### src/rtl/uart_rx_pkg.sv
package uart_rx_pkg;
  localparam int CNT_W  = 7;
  localparam int DATA_W = 8;

  typedef enum logic [2:0] {
    RX_IDLE, RX_START, RX_DATA, RX_PAR, RX_STOP
  } rx_state_e;

  // ticks in one bit for a factor code
  function automatic logic [CNT_W-1:0] bit_ticks(input logic [1:0] f);
    case (f)
      2'b10:   return 7'd16;
      2'b11:   return 7'd64;
      default: return 7'd1;
    endcase
  endfunction

  // ticks from start edge to start-bit midpoint (0 = no recheck)
  function automatic logic [CNT_W-1:0] half_ticks(input logic [1:0] f);
    return bit_ticks(f) >> 1;
  endfunction

  function automatic logic [3:0] data_bits(input logic [1:0] len);
    return 4'd5 + {2'b00, len};
  endfunction

  // shift register fills from the top; move the char down to bit 0
  function automatic logic [DATA_W-1:0] align_data(input logic [DATA_W-1:0] sr,
                                                   input logic [1:0] len);
    return sr >> (4'd8 - data_bits(len));
  endfunction

  function automatic logic parity_bad(input logic [DATA_W-1:0] d,
                                      input logic pbit, input logic even);
    logic t;
    t = (^d) ^ pbit;
    return even ? t : ~t;
  endfunction
endpackage

### src/rtl/uart_rx_sync.sv
module uart_rx_sync #(
  parameter int STAGES = 2
) (
  input  logic clk,
  input  logic rst,
  input  logic din,
  output logic dout
);
  logic [STAGES-1:0] chain;

  generate
    for (genvar g = 0; g < STAGES; g++) begin : g_stage
      if (g == 0) begin : g_first
        always_ff @(posedge clk)
          if (rst) chain[g] <= 1'b1;
          else     chain[g] <= din;
      end else begin : g_next
        always_ff @(posedge clk)
          if (rst) chain[g] <= 1'b1;
          else     chain[g] <= chain[g-1];
      end
    end
  endgenerate

  assign dout = chain[STAGES-1];
endmodule

### src/rtl/uart_rx_seq.sv
module uart_rx_seq
  import uart_rx_pkg::*;
(
  input  logic              clk,
  input  logic              rst,
  input  logic              tick,
  input  logic              rx_en,
  input  logic              rxs,
  input  logic [1:0]        cfg_factor,
  input  logic [1:0]        cfg_len,
  input  logic              cfg_par_en,
  input  logic              cfg_par_even,
  output logic              done,
  output logic              brk_frame,
  output logic              busy,
  output logic [DATA_W-1:0] frame_data,
  output logic              frame_perr,
  output logic              frame_ferr
);
  rx_state_e         state;
  logic [CNT_W-1:0]  cnt;
  logic [3:0]        bidx;
  logic [DATA_W-1:0] shreg;
  logic              prev_lvl;
  logic              all_low;
  logic              pbit;
  logic              at_sample;

  assign at_sample = tick && (cnt == 7'd1);

  always_ff @(posedge clk) begin
    if (rst) begin
      state    <= RX_IDLE;
      cnt      <= '0;
      bidx     <= '0;
      shreg    <= '0;
      prev_lvl <= 1'b1;
      all_low  <= 1'b0;
      pbit     <= 1'b0;
    end else begin
      if (tick) prev_lvl <= rxs;
      if (!rx_en) begin
        state <= RX_IDLE;
      end else if (tick) begin
        case (state)
          RX_IDLE: if (prev_lvl && !rxs) begin
            all_low <= 1'b1;
            bidx    <= '0;
            if (half_ticks(cfg_factor) == '0) begin
              state <= RX_DATA;
              cnt   <= bit_ticks(cfg_factor);
            end else begin
              state <= RX_START;
              cnt   <= half_ticks(cfg_factor);
            end
          end
          RX_START: if (at_sample) begin
            if (rxs) state <= RX_IDLE;
            else begin
              state <= RX_DATA;
              cnt   <= bit_ticks(cfg_factor);
            end
          end else cnt <= cnt - 7'd1;
          RX_DATA: if (at_sample) begin
            shreg   <= {rxs, shreg[DATA_W-1:1]};
            all_low <= all_low & ~rxs;
            cnt     <= bit_ticks(cfg_factor);
            if (bidx == data_bits(cfg_len) - 4'd1)
              state <= cfg_par_en ? RX_PAR : RX_STOP;
            else
              bidx <= bidx + 4'd1;
          end else cnt <= cnt - 7'd1;
          RX_PAR: if (at_sample) begin
            pbit    <= rxs;
            all_low <= all_low & ~rxs;
            cnt     <= bit_ticks(cfg_factor);
            state   <= RX_STOP;
          end else cnt <= cnt - 7'd1;
          RX_STOP: if (at_sample) state <= RX_IDLE;
                   else cnt <= cnt - 7'd1;
          default: state <= RX_IDLE;
        endcase
      end
    end
  end

  assign busy       = (state != RX_IDLE);
  assign done       = rx_en && (state == RX_STOP) && at_sample;
  assign brk_frame  = all_low && !rxs;
  assign frame_data = align_data(shreg, cfg_len);
  assign frame_perr = cfg_par_en && parity_bad(frame_data, pbit, cfg_par_even);
  assign frame_ferr = !rxs;
endmodule

### src/rtl/uart_rx_status.sv
module uart_rx_status
  import uart_rx_pkg::*;
(
  input  logic              clk,
  input  logic              rst,
  input  logic              done,
  input  logic              brk_frame,
  input  logic [DATA_W-1:0] frame_data,
  input  logic              frame_perr,
  input  logic              frame_ferr,
  input  logic              rxs,
  input  logic              rd_stb,
  input  logic              err_clr,
  output logic [DATA_W-1:0] rx_data,
  output logic              rx_ready,
  output logic              err_parity,
  output logic              err_overrun,
  output logic              err_frame,
  output logic              brk_det
);
  logic good_char;
  assign good_char = done && !brk_frame;

  always_ff @(posedge clk) begin
    if (rst) begin
      rx_data     <= '0;
      rx_ready    <= 1'b0;
      err_parity  <= 1'b0;
      err_overrun <= 1'b0;
      err_frame   <= 1'b0;
      brk_det     <= 1'b0;
    end else begin
      if (good_char) rx_data <= frame_data;
      rx_ready    <= good_char | (rx_ready & ~rd_stb);
      err_parity  <= (err_parity & ~err_clr) | (good_char & frame_perr);
      err_frame   <= (err_frame & ~err_clr) | (done & frame_ferr);
      err_overrun <= (err_overrun & ~err_clr) | (good_char & rx_ready & ~rd_stb);
      brk_det     <= (done & brk_frame) | (brk_det & ~rxs);
    end
  end
endmodule

### src/rtl/uart_rx_ovs.sv
module uart_rx_ovs
  import uart_rx_pkg::*;
#(
  parameter int SYNC_STAGES = 2
) (
  input  logic              clk,
  input  logic              rst,
  input  logic              rx_tick,
  input  logic              rx_en,
  input  logic [1:0]        cfg_factor,
  input  logic [1:0]        cfg_len,
  input  logic              cfg_par_en,
  input  logic              cfg_par_even,
  input  logic              rxd,
  input  logic              rd_stb,
  input  logic              err_clr,
  output logic [DATA_W-1:0] rx_data,
  output logic              rx_ready,
  output logic              err_parity,
  output logic              err_overrun,
  output logic              err_frame,
  output logic              brk_det
);
  // named internal events, also used by the bound checker
  logic              rxs;
  logic              char_done;
  logic              brk_frame;
  logic              busy;
  logic [DATA_W-1:0] frame_data;
  logic              frame_perr;
  logic              frame_ferr;

  uart_rx_sync #(.STAGES(SYNC_STAGES)) u_sync (
    .clk(clk), .rst(rst), .din(rxd), .dout(rxs)
  );

  uart_rx_seq u_seq (
    .clk(clk), .rst(rst), .tick(rx_tick), .rx_en(rx_en), .rxs(rxs),
    .cfg_factor(cfg_factor), .cfg_len(cfg_len),
    .cfg_par_en(cfg_par_en), .cfg_par_even(cfg_par_even),
    .done(char_done), .brk_frame(brk_frame), .busy(busy),
    .frame_data(frame_data), .frame_perr(frame_perr), .frame_ferr(frame_ferr)
  );

  uart_rx_status u_stat (
    .clk(clk), .rst(rst), .done(char_done), .brk_frame(brk_frame),
    .frame_data(frame_data), .frame_perr(frame_perr), .frame_ferr(frame_ferr),
    .rxs(rxs), .rd_stb(rd_stb), .err_clr(err_clr),
    .rx_data(rx_data), .rx_ready(rx_ready), .err_parity(err_parity),
    .err_overrun(err_overrun), .err_frame(err_frame), .brk_det(brk_det)
  );
endmodule

### config.mk
export PLATFORM = sky130hd
export DESIGN_NAME = uart_rx_ovs
export DESIGN_NICKNAME = d
export VERILOG_FILES = /design/src/rtl/uart_rx_pkg.sv /design/src/rtl/uart_rx_sync.sv /design/src/rtl/uart_rx_seq.sv /design/src/rtl/uart_rx_status.sv /design/src/rtl/uart_rx_ovs.sv
export SDC_FILE = /design/constraint.sdc
export NUM_CORES = 1
export LEC_CHECK = 0
export BUFFER_PORTS_ARGS = -buffer_cell sky130_fd_sc_hd__buf_4
export CAP_MARGIN = 25
export CORE_AREA = 2 2 58 101
export DETAILED_ROUTE_END_ITERATION = 16
export DIE_AREA = 0 0 60 103
export GPL_ROUTABILITY_DRIVEN = 0
export PLACE_DENSITY_LB_ADDON = 0.08
export SLEW_MARGIN = 20
export SYNTH_ARGS = -nofsm -noshare
export SYNTH_HDL_FRONTEND = slang
export SYNTH_SLANG_ARGS = --single-unit
### constraint.sdc
create_clock -name clk -period 2.3 [get_ports clk]
set_input_delay 0.23 -clock clk [delete_from_list [all_inputs] [get_ports clk]]
set_output_delay 0.23 -clock clk [all_outputs]
set_load 0.01 [all_outputs]
==> impl_metrics.tcl <==
set metrics [dict create \
    grt_pass1_wl_um 9045 \
    p_leak_uw 0.001096 \
    worst_pin_slew_ns 0.4779 \
    syn-num-nets 282 \
    timing.final.hold_violations 0 \
    die_x_um 60 \
    start_util_pct 43.39 \
    final_cells 368 \
    slew-limit-headroom_pct 68.14 \
    grt_max_degree 37 \
    synth_top_family_by_area "simple AND/OR/NAND/NOR gates" \
    clock_sinks 40 \
    vdd_drop_max_uv 305.4 \
    clock_skew_ns 0.009174 \
    antenna_found_initial 0 \
    yosys.area_share.xor_xnor_pct 5.608 \
    ctsLongestPathBuffers 2 \
    period_needed_ns 2.077 \
    total_power_uw 1295 \
    dp_slack_ns 0.03362 \
    ys_ff_latch 40 \
    htree_levels 2 \
    root_buffer "clkbuf_8" \
    fin_nets 309 \
    syn_avg_cell_area_um2 8.957 \
    drt-total-wl_um 5404 \
    hp-class "input pin to flop" \
    synth_cell_type_count 56 \
    min_period_over_period_pct 90.28 \
    ys_seq_area_share_pct 33.86 \
    grt_overflow 0 \
    synth_edf_count 0 \
    rsz0062_at_grt "no" \
    critPathArrivalTime_ns 2.30 \
    fmaxAchievable_mhz 481.6 \
    vias 1977 \
    crit_fanout 6 \
    hold_buffers 0 \
    synth.cell_area_mm2 0.002365 \
    clk_pin_slew_worst_paths_ns 0.08 \
    grt_pass1_vias 1899 \
    ant_nets 0 \
    synthSimpleGateAreaFrac_pct 21.43 \
    maxSlewViolCount 0 \
    cts_setup_buffers 0 \
    drtPass1Iterations 4 \
    max_cap_violations 0 \
    synth_ff_type "dfxtp_1" \
    critical_path_class "flop to flop" \
    setup_tns_ns 0 \
    fp-row-count 36 \
    startpoint_type "flop" \
    worst_slack_ns 0.2235 \
    synthAdderAreaFrac_pct 2.646 \
    setup_violations 0 \
    yosys_warnings 0 \
    drive_above_1_share_pct 21.58 \
    wl_per_cell_um 14.68 \
    critPathRequiredTime_ns 2.52 \
    synth_compound_area_share_pct 18.52 \
    cts_resized 0 \
    die_h_um 103 \
    clock_latency_ns 0.29 \
    async_reset_ff_share_pct 0 \
    placed_cells 360 \
    status "finished, final reports clean" \
    drcViolationCount 0 \
    area_delta_synth_final_pct 15.77 \
    track_usage_pct 19.18 \
    end_kind "flop" \
    dpl.hpwl_um 4056 \
    vias_per_cell 5.372 \
    core_area_mm2 0.005450 \
    drtIter0Drc 60 \
    cts_buffers 5 \
    power_density_mw_per_mm2 473.0 \
    io_buffer_count 25 \
    synthCells 264 \
    die_area_mm2 0.006180 \
    synthMuxAreaShare_pct 12.01 \
    antenna_cells 0 \
    cts_tree "yes" \
    top_level_ports 26 \
]
[Yosys cell counts (all sizes together), types with 5 or more instances]
library cell,instances,area [µm²]
inv,10,37.54
clkbuf,7,26.28
nor3,6,30.03
a21oi,21,108.9
nor2,29,108.9
mux4,5,112.6
o21ai,11,55.05
nand4,6,37.54
nand3,6,30.03
mux2i,16,160.2
nand2,16,60.06
nor2b,5,31.28
nand2b,6,37.54
buf,12,76.31
xnor2,9,78.83
dfxtp,40,800.8
or3,5,31.28
ha,5,62.56
[power by group]
part	switching (µW)	total (µW)	internal, µW
registers	4.67	701	697
logic	65.1	120	55.3
clock network	261	473	212
[layout make-up]
| cell class | count | area, µm² |
|---|---|---|
| Clock buffer | 5 | 68.82 |
| Clock inverter | 3 | 18.77 |
| Fill cell | 551 | 2713 |
| Sequential cell | 40 | 800.8 |
| Tap cell | 76 | 95.09 |
| Inverter | 10 | 37.54 |
| Multi-Input combinational cell | 195 | 1424 |
| Timing Repair Buffer | 39 | 292.8 |
[stage by stage]
step | hold slack [ns] | cell area [µm²] | utilization [%]
floorplan | 0.3336 | 2365 | -
global placement | 0.4065 | 2650 | 48.62
detailed placement | 0.4133 | 2650 | 48.62
CTS | 0.1147 | 2738 | 50.23
global route | 0.1180 | 2738 | 50.23
finish | 0.1242 | 2738 | 50.23
[logic make-up after synthesis]
family	after synthesis
flops	40
xor+xnor	12
fa+ha+maj	5
simple gates	96
compound gates	60
buf+inv	29
mux	22
[worst paths after layout]
| kind | startpoint | endpoint | slack (ns) | cells past startpoint |
|---|---|---|---|---|
| min reg2reg | u_sync.chain[0]$_SDFF_PP1_ | u_sync.dout$_SDFF_PP1_ | 0.43 | 1 |
| min | rxd | u_sync.chain[0]$_SDFF_PP1_ | 0.12 | 2 |
| max reg2reg | u_seq.cnt[1]$_SDFFE_PP0P_ | u_seq.cnt[2]$_SDFFE_PP0P_ | 0.22 | 7 |
| max | u_seq.cnt[1]$_SDFFE_PP0P_ | u_seq.cnt[2]$_SDFFE_PP0P_ | 0.22 | 7 |
[sequential cells by signal (all words and copies together) (netlist names)]
| name | cells |
|---|---|
| u_stat.rx_ready | 1 |
| u_stat.err_frame | 1 |
| u_stat.err_parity | 1 |
| u_stat.err_overrun | 1 |
| u_sync.chain | 1 |
| u_stat.rx_data | 8 |
| u_seq.pbit | 1 |
| u_sync.dout | 1 |
| u_seq.all_low | 1 |
| u_seq.prev_lvl | 1 |
| u_seq.cnt | 7 |
| u_stat.brk_det | 1 |
| u_seq.state | 3 |
| u_seq.bidx | 4 |
| u_seq.shreg | 8 |
[worst max-delay path, stage by stage, from the launching register on]
cell	delay, ns
dfxtp_1	0.39
inv_1	0.08
ha_1	0.19
and3b_1	0.27
nand2_1	0.24
a21oi_1	0.17
or4b_1	0.52
a21oi_1	0.15
[placed cells by master (no fill, tap or decap), types with 3 or more instances in the layout]
cell type / n
nand2b_1: 6
o21ai_0: 11
dfxtp_1: 40
mux2i_1: 16
inv_1: 10
nor3_1: 6
nand2_1: 16
a21oi_1: 20
buf_4: 39
mux4_2: 5
nor2_1: 29
or3_1: 5
nand4_1: 6
clkbuf_8: 5
o211ai_1: 3
nor3b_1: 4
nand3_1: 6
nor2b_1: 5
ha_1: 5
xnor2_1: 9
[metal layers]
layer | vias to the layer above | part of all wire [%] | GRT usage, % | wire [µm]
li1 | 998 | - | - | -
met1 | 946 | 40 | 21.82 | 2164
met2 | 29 | 57 | 35.70 | 3070
met3 | 4 | 2.1 | 2.635 | 115
met4 | 0 | 0.98 | 5.812 | 53
met5 | - | 0 | 0 | 0
Power figures use the tool's default switching activity.
